[src/rtl/audclk_pkg.sv]
package audclk_pkg;
  localparam int DATA_W   = 32;
  localparam int DIV_W    = 6;
  localparam int NUM_CHAN = 3;

  // field positions within the control word
  localparam int SYS_GATE_BIT = 0;
  localparam int SYS_DIV_LSB  = 1;
  localparam int P0_SEL_BIT   = 7;
  localparam int P0_GATE_BIT  = 8;
  localparam int P0_DIV_LSB   = 9;
  localparam int P1_GATE_BIT  = 16;
  localparam int P1_DIV_LSB   = 17;
  localparam int P1_SEL_BIT   = 23;

  typedef enum int {CH_SYS = 0, CH_P0 = 1, CH_P1 = 2} chanIdx_e;

  typedef struct packed {
    logic             gate;
    logic [DIV_W-1:0] ratio;
  } chanCfg_t;

  typedef struct packed {
    logic [1:0]                  srcSel;
    chanCfg_t [NUM_CHAN-1:0]     chan;
  } treeCfg_t;
endpackage

[src/rtl/audclk_regs.sv]
module audclk_regs
  import audclk_pkg::*;
#(
  parameter int              ADDR_W      = 8,
  parameter logic [ADDR_W-1:0] CTRL_OFFSET = ADDR_W'(4)
) (
  input  logic              clk,
  input  logic              rstN,
  input  logic [ADDR_W-1:0] busAddr,
  input  logic              busWrEn,
  input  logic [DATA_W-1:0] busWrData,
  output logic [DATA_W-1:0] busRdData,
  output treeCfg_t          cfg
);
  logic [DATA_W-1:0] ctrlReg;
  logic              addrHit;

  assign addrHit = (busAddr == CTRL_OFFSET);

  always_ff @(posedge clk or negedge rstN) begin
    if (!rstN)                   ctrlReg <= '0;
    else if (busWrEn && addrHit) ctrlReg <= busWrData;
  end

  assign busRdData = addrHit ? ctrlReg : '0;

  always_comb begin
    cfg = '0;
    cfg.srcSel[0]          = ctrlReg[P0_SEL_BIT];
    cfg.srcSel[1]          = ctrlReg[P1_SEL_BIT];
    cfg.chan[CH_SYS].gate  = ctrlReg[SYS_GATE_BIT];
    cfg.chan[CH_SYS].ratio = ctrlReg[SYS_DIV_LSB +: DIV_W];
    cfg.chan[CH_P0].gate   = ctrlReg[P0_GATE_BIT];
    cfg.chan[CH_P0].ratio  = ctrlReg[P0_DIV_LSB +: DIV_W];
    cfg.chan[CH_P1].gate   = ctrlReg[P1_GATE_BIT];
    cfg.chan[CH_P1].ratio  = ctrlReg[P1_DIV_LSB +: DIV_W];
  end


  wr_lands_chk: assert property (@(posedge clk) disable iff (!rstN)
    (busWrEn && addrHit) |=> (ctrlReg == $past(busWrData)));

  wr_miss_chk: assert property (@(posedge clk) disable iff (!rstN)
    !(busWrEn && addrHit) |=> $stable(ctrlReg));
endmodule

[src/rtl/audclk_divgate.sv]
module audclk_divgate
  import audclk_pkg::*;
(
  input  logic             clk,
  input  logic             rstN,
  input  logic             tickIn,
  input  logic             cfgGate,
  input  logic [DIV_W-1:0] cfgRatio,
  output logic             pulseOut
);
  logic [DIV_W-1:0] cnt;
  logic [DIV_W-1:0] lastIdx;
  logic             gateLive;
  logic             wrap;
  logic [DIV_W-1:0] nextLast;

  assign wrap     = tickIn && (cnt == lastIdx);
  assign nextLast = (cfgRatio == '0) ? '0 : cfgRatio - DIV_W'(1);

  always_ff @(posedge clk or negedge rstN) begin
    if (!rstN) begin
      cnt      <= '0;
      lastIdx  <= '0;
      gateLive <= 1'b0;
      pulseOut <= 1'b0;
    end else begin
      pulseOut <= wrap && gateLive;
      if (wrap) begin
        cnt      <= '0;
        lastIdx  <= nextLast;
        gateLive <= cfgGate;
      end else if (tickIn) begin
        cnt <= cnt + DIV_W'(1);
      end
    end
  end


  cnt_in_range_chk: assert property (@(posedge clk) disable iff (!rstN)
    cnt <= lastIdx);

  ratio_at_wrap_chk: assert property (@(posedge clk) disable iff (!rstN)
    !(tickIn && (cnt == lastIdx)) |=> $stable(lastIdx));

  gate_at_wrap_chk: assert property (@(posedge clk) disable iff (!rstN)
    !(tickIn && (cnt == lastIdx)) |=> $stable(gateLive));

  pulse_after_tick_chk: assert property (@(posedge clk) disable iff (!rstN)
    pulseOut |-> $past(tickIn));
endmodule

[src/rtl/audclk_paths.sv]
module audclk_paths
  import audclk_pkg::*;
(
  input  logic                clk,
  input  logic                rstN,
  input  logic                pllTick,
  input  logic [1:0]          extTick,
  input  treeCfg_t            cfg,
  output logic [NUM_CHAN-1:0] clkEn
);
  logic [1:0]          portSrc;
  logic [NUM_CHAN-1:0] chanTick;

  generate
    for (genvar p = 0; p < 2; p++) begin : g_mux
      assign portSrc[p] = cfg.srcSel[p] ? extTick[p] : pllTick;
    end
  endgenerate

  // system path shares port 0's mux output
  assign chanTick[CH_SYS] = portSrc[0];
  assign chanTick[CH_P0]  = portSrc[0];
  assign chanTick[CH_P1]  = portSrc[1];

  generate
    for (genvar c = 0; c < NUM_CHAN; c++) begin : g_chan
      audclk_divgate u_div (
        .clk      (clk),
        .rstN     (rstN),
        .tickIn   (chanTick[c]),
        .cfgGate  (cfg.chan[c].gate),
        .cfgRatio (cfg.chan[c].ratio),
        .pulseOut (clkEn[c])
      );
    end
  endgenerate


  sys_follows_p0_src_chk: assert property (@(posedge clk) disable iff (!rstN)
    clkEn[CH_SYS] |-> $past(cfg.srcSel[0] ? extTick[0] : pllTick));

  p1_follows_src_chk: assert property (@(posedge clk) disable iff (!rstN)
    clkEn[CH_P1] |-> $past(cfg.srcSel[1] ? extTick[1] : pllTick));
endmodule

[src/rtl/audclk_tree.sv]
module audclk_tree
  import audclk_pkg::*;
#(
  parameter int ADDR_W = 8
) (
  input  logic              clk,
  input  logic              rstN,
  input  logic [ADDR_W-1:0] busAddr,
  input  logic              busWrEn,
  input  logic [31:0]       busWrData,
  output logic [31:0]       busRdData,
  input  logic              pllTick,
  input  logic              extTick0,
  input  logic              extTick1,
  output logic              sysClkEn,
  output logic              port0ClkEn,
  output logic              port1ClkEn
);
  treeCfg_t            cfg;
  logic [NUM_CHAN-1:0] clkEn;

  audclk_regs #(.ADDR_W(ADDR_W), .CTRL_OFFSET(ADDR_W'(4))) u_regs (
    .clk       (clk),
    .rstN      (rstN),
    .busAddr   (busAddr),
    .busWrEn   (busWrEn),
    .busWrData (busWrData),
    .busRdData (busRdData),
    .cfg       (cfg)
  );

  audclk_paths u_paths (
    .clk     (clk),
    .rstN    (rstN),
    .pllTick (pllTick),
    .extTick ({extTick1, extTick0}),
    .cfg     (cfg),
    .clkEn   (clkEn)
  );

  assign sysClkEn   = clkEn[CH_SYS];
  assign port0ClkEn = clkEn[CH_P0];
  assign port1ClkEn = clkEn[CH_P1];
endmodule

[config.mk]
export PLATFORM = sky130hd
export DESIGN_NAME = audclk_tree
export DESIGN_NICKNAME = d
export VERILOG_FILES = /design/src/rtl/audclk_pkg.sv /design/src/rtl/audclk_regs.sv /design/src/rtl/audclk_divgate.sv /design/src/rtl/audclk_paths.sv /design/src/rtl/audclk_tree.sv
export SDC_FILE = /design/constraint.sdc
export NUM_CORES = 1
export LEC_CHECK = 0
export BUFFER_PORTS_ARGS = -buffer_cell sky130_fd_sc_hd__buf_4
export CELL_PAD_IN_SITES_DETAIL_PLACEMENT = 0
export CELL_PAD_IN_SITES_GLOBAL_PLACEMENT = 1
export CORE_MARGIN = 4
export CORE_UTILIZATION = 39
export CTS_CLUSTER_DIAMETER = 40
export CTS_CLUSTER_SIZE = 14
export DETAILED_ROUTE_END_ITERATION = 16
export PLACE_DENSITY = 0.74
export SYNTH_ARGS = -nofsm -noshare
export SYNTH_HDL_FRONTEND = slang
export SYNTH_SLANG_ARGS = --single-unit
[constraint.sdc]
create_clock -name clk -period 1.85 [get_ports clk]
set_clock_uncertainty 0.2 [all_clocks]
set_input_delay 0.185 -clock clk [delete_from_list [all_inputs] [get_ports clk]]
set_output_delay 0.185 -clock clk [all_outputs]
set_load 0.005 [all_outputs]
After elaboration in Yosys (flattened, before gate mapping)
Index checks and enable logic that the tools add are counted.
{"block": "word_totals", "reg_bits": 74, "latch_bits": 0, "mem_bits_rw": 0, "rom_bits": 0, "in_bits": 46, "output_inout_bits": 35, "elab_cells": 48, "n_memories": 0}
{"block": "classes", "addsub": 6, "mul": 0, "div_mod_pow": 0, "magnitude_cmp": 0, "n_eq_ne": 4, "n_shift": 0, "n_mux": 12, "bitwise": 0, "reduce_logical": 13}
{"cell": "6-bit two-way mux", "count": 9}
{"cell": "32-bit two-way mux", "count": 1}
{"cell": "6-bit by 1-bit adder with 6-bit output, second input constant", "count": 3}
{"cell": "6-bit == test", "count": 3}
{"cell": "6-bit logical NOT", "count": 3}
{"cell": "6-bit by 1-bit subtractor with 6-bit output, second input constant", "count": 3}
{"cell": "8-bit by 3-bit == test with 1-bit output, second input constant", "count": 1}
{"cell": "1-bit logical AND", "count": 7}
{"cell": "2-bit nonzero test", "count": 3}
{"cell": "1-bit two-way mux", "count": 2}

Depth between registers and ports, before layout
{"block": "logic_depth", "depth_word": 3, "mapped_depth": 6, "depth_no_buf": 6}

Hierarchy
Synthesis repeated with hierarchy kept, for this count alone.
{"block": "hier_totals", "hier_cells": 351, "area_unflattened_um2": 4140.2}
{"module": "audclk_divgate", "n_inst": 3, "cells_each": 73, "area_per_inst_um2": 787.0, "seq_area_each_um2": 350.3}
{"module": "audclk_regs", "n_inst": 1, "cells_each": 130, "area_per_inst_um2": 1752.9, "seq_area_each_um2": 800.8}
{"module": "audclk_paths", "n_inst": 1, "cells_each": 2, "area_per_inst_um2": 26.3, "seq_area_each_um2": 0.0}

Worst setup path after synthesis
No wires, ideal clock.
{"block": "synth_timing", "path_type": "reg-to-reg", "start": "reg u_regs.ctrlReg[1]", "end": "reg u_paths.g_chan[0].u_div.lastIdx[3]", "setup_ns": 0.125, "t_arrival_ns": 1.689, "required_time_ns": 1.525, "setup_slack_ns": -0.164, "path_stages_with_launch": 7, "n_path_buf": 0, "period_less_slack_ns": 2.014, "path_cell_list": "dfrtp_1 > inv_1 > ha_1 > or4b_2 > nor2_1 > nor2_1 > mux2_2"}
{"block": "synth_between", "elab_chain_cells": 2, "elab_cells_between_ends": 3, "classes_between": "add/sub (1); mux (1); reduce/logical (1)"}
{"element": "start: declaration", "line_no": "audclk_regs.sv:15", "source": "logic [DATA_W-1:0] ctrlReg;"}
{"element": "start signal: assignment", "line_no": "audclk_regs.sv:22", "source": "else if (busWrEn && addrHit) ctrlReg <= busWrData;"}
{"element": "6-bit by 1-bit subtractor with 6-bit output / 6-bit logical NOT (equally long branches)", "line_no": "audclk_divgate.sv:18", "source": "assign nextLast = (cfgRatio == '0) ? '0 : cfgRatio - DIV_W'(1);"}
{"element": "6-bit two-way mux *", "line_no": "audclk_divgate.sv:18"}
{"element": "end signal: assignment", "line_no": "audclk_divgate.sv:30", "source": "lastIdx <= nextLast;"}
{"element": "end: declaration", "line_no": "audclk_divgate.sv:12", "source": "logic [DIV_W-1:0] lastIdx;"}
Mark *: on every way between the ends. The rest lies on a longest branch, timed or not.
A chain may end at the register's enable or synchronous reset.

Worst setup path in the final report
{"block": "layout_timing", "start": "reg u_paths.g_chan[2].u_div.cnt[3]", "end": "reg u_paths.g_chan[2].u_div.lastIdx[4]"}
{"block": "layout_between", "elab_chain_cells": 2}
{"element": "start: declaration", "line_no": "audclk_divgate.sv:11", "source": "logic [DIV_W-1:0] cnt;"}
{"element": "start signal: assignment", "line_no": "audclk_divgate.sv:33", "source": "cnt <= cnt + DIV_W'(1);"}
{"element": "6-bit == test", "line_no": "audclk_divgate.sv:17", "source": "assign wrap = tickIn && (cnt == lastIdx);"}
{"element": "1-bit logical AND", "line_no": "audclk_divgate.sv:17"}
{"element": "end signal: assignment", "line_no": "audclk_divgate.sv:30"}
{"element": "end: declaration", "line_no": "audclk_divgate.sv:12"}
Every way passes these cells.

==> impl_metrics.toml <==
[status]
status = "complete, but fails checks"
violations = "setup timing"

[clock_tree]
clock-sinks = 74
cts-root-buf = "clkbuf_8"
cts_buffer_depth = 2
clk_pin_slew_worst_paths_ns = 0.07
cts_tree = "built"
htree_levels = 3
clock_latency_ns = 0.34
numCtsBuffers = 9

[layout]
layout_commonest_cell = "buf_4"
nFillCells = 785
final_cell_mix = "111 x buf_4, 73 x dfrtp_1, 42 x mux2_2, 35 x and2_1, 33 x dlygate4sd3_1"
fin_nets = 536
drive_above_1_share_pct = 40.5
multi_input_area_sq_um = 1920
fin_cells = 615
seq_area_sq_um = 1850
antennaDiodeCount = 0
area_delta_synth_final_pct = 42.8

[synthesis]
synth_area_leader_cell = "dfrtp_1"
synth-seq-cells = 74
synth_nets = 386
syn_inst = 331
synth_cell_types = 28
synthTopCellsByArea = "dfrtp_1 49%, mux2_2 15%, and2_1 5.8%, xor2_1 4.2%, xnor2_1 3.9%"
syn-cell-area_sq_um = 3780
yosysSeqAreaShare_pct = 49.0
yosysWarnings = 0
synth_top_area_share_pct = 49.0
avgSynthCellArea_sq_um = 11.4

[sta]
setup_slack_ns = -0.0252
period_share_pct = 101
drv_slew = 0
rsz0062_at_grt = "yes"
tightest_slew_ns = 0.436
hold_viol = 0
finalSetupViolCount = 8
hold_slack_ns = 0.0857
max_freq_ghz = 0.533
maxSlewHeadroom_pct = 70.1
period_needed_ns = 1.88

[power_and_ir_drop]
power_frac_clock_pct = 22.8
combPwrFrac_pct = 33.8
p_sw_share_pct = 31.0
p_seq_share_pct = 43.5
p_leak_uw = 0.00270
power_per_cell_area_nw_per_um2 = 975
power_switching_uw = 1630
p_int_uw = 3630
peakVddDrop_mv = 0.679

[detailed_routing]
antenna_left = 0
wire_per_inst_um = 14.2
post-route-drc-count = 0
drt_iter0_markers = 62
vias = 2881
viasPerCell = 4.68
routed_wl_um = 8730
dr.pass1.iters = 4

[worst_setup_path]
crit_type = "flop to flop"
critPathMaxFanout = 8
cp.buffers_inverters = 1
crit_family = "simple AND/OR/NAND/NOR gates"
slowest_stage = "dfrtp_1"
r2r_slack_ns = -0.03
crit_required_ns = 1.87
cp-end-kind = "flop"
critPathLaunchType = "flop"
cpPeakStageDelay_ns = 0.43
path_cells = "xnor2_1 -> nand4_1 -> nor4_4 -> buf_6 -> mux2_4"
arrival_ns = 1.90

[global_routing]
grt_max_degree = 36
overflow = 0
track_usage_pct = 16.4
grt_pass1_vias = 3050
antenna_found_initial = 0
grt_pass1_wl_um = 14700

[placement]
io_buffers = 80
dp_cells = 555
gp_congestion = 0.789
dp_hpwl_um = 6130

[worst_hold_path]
min_path_type = "input pin to flop"

[floorplanning]
start_util_pct = 40.5
die_h_um = 106
io_pins = 81
dieArea_sq_um = 11300
core_sq_um = 9330
die_x_um = 106
rows = 35

[job]
maxCapViolCount = 0
==> through the flow <==
step,worst slack [ns],total power (uW),area [sq um],util [%],TNS (ns)
2_1_floorplan,-0.0169,3290,3780,-,-0.0575
3_3_place_gp,-0.0264,3730,4710,50.5,-0.149
3_5_place_dp,-0.0744,3780,4710,50.5,-0.572
4_1_cts,-0.0258,5150,5300,56.8,-0.0673
5_1_grt,-0.0793,5620,5400,57.9,-1.11
6_report,-0.0252,5260,5400,57.9,-0.150
==> registers in the layout, summed over array words and instances (netlist names) <==
name                           flops
u_paths.g_chan.u_div.cnt          18
u_paths.g_chan.u_div.lastIdx      18
u_paths.g_chan.u_div.gateLive      3
u_paths.g_chan.u_div.pulseOut      3
u_regs.ctrlReg                    32
==> power groups by stage <==
stage | Sequential, uW | Combinational (uW) | Clock, uW
floorplan | 2220 | 1070 | 0
global placement | 2300 | 1430 | 0
detailed placement | 2310 | 1480 | 0
CTS | 2280 | 1620 | 1250
global route | 2330 | 1970 | 1320
finish | 2290 | 1780 | 1200
==> what timing repair did <==
action,in CTS,in global routing
hold buffers,33,0
hold endpoints to repair,98,0
endpoints found under the setup margin,14,41
cloned,0,0
setup buffers,6,6
pin swaps,1,6
resized for setup,9,14
==> final cells by class <==
| type | count | share of cell area, % |
|---|---|---|
| inverter | 11 | 0.765 |
| sequential | 74 | 34.3 |
| clock buffer | 11 | 2.43 |
| multi-input combinational | 236 | 35.5 |
| tap | 129 | 2.99 |
| clock inverter | 5 | 1.02 |
| timing repair buffer | 149 | 22.9 |
==> final timing paths <==
kind                            cells after the start                            endpoint                             start
max in group asynchronous                           3                  u_regs.ctrlReg[23]                              rstN
worst min-delay path                                4      u_paths.g_chan[2].u_div.cnt[1]                          extTick1
worst max-delay path                                5  u_paths.g_chan[2].u_div.lastIdx[4]    u_paths.g_chan[2].u_div.cnt[3]
min in group asynchronous                           2      u_paths.g_chan[1].u_div.cnt[3]                              rstN
worst min register to register                      1    u_paths.g_chan[0].u_div.pulseOut  u_paths.g_chan[0].u_div.gateLive
worst max register to register                      5  u_paths.g_chan[2].u_div.lastIdx[4]    u_paths.g_chan[2].u_div.cnt[3]
==> layer usage <==
metal / wire length [um] / vias up / share of wire [%] / track usage (%)
li1: - / 1416 / - / -
met1: 3740 / 1410 / 43 / 20.1
met2: 4640 / 45 / 53 / 28.7
met3: 240 / 10 / 2.7 / 4.01
met4: 106 / 0 / 1.2 / 4.47
met5: 0 / - / 0 / 0
==> synth_stat cells <==
cell type / n
buf_4: 3
buf_2: 3
or4b_2: 1
o21ai_0: 7
nor2_1: 31
nand2_1: 21
clkbuf_1: 4
ha_1: 9
and2_1: 35
nor3_1: 3
and3_1: 3
a21oi_1: 7
xnor2_1: 17
inv_1: 11
nor4_4: 3
mux2i_1: 2
nand2b_1: 4
mux2_1: 6
dfrtp_1: 74
xor2_1: 18
a31o_2: 2
mux2_2: 52
and4b_1: 1
nor4_1: 2
nand4_1: 9
and4_1: 1
nand3_1: 1
mux2i_2: 1
==> logic make-up (layout without fill, tap and decap cells) <==
group	Yosys count	in the layout	share of synthesized area, %
AO/OA/AOI/OAI	16	16	2.32
XOR/XNOR	35	35	8.11
adder cells (fa/ha/maj)	9	9	2.98
buffers and inverters	21	176	2.48
flip-flops	74	74	49.0
multiplexers	61	61	18.2
AND/OR/NAND/NOR	115	115	16.9
==> worst min-delay path, stage by stage <==
cell and delay (ns):
buf_4 0.08, mux2i_1 0.14, nand2_1 0.10, o21ai_0 0.07
No activity file was read; power rests on OpenSTA's default activity.
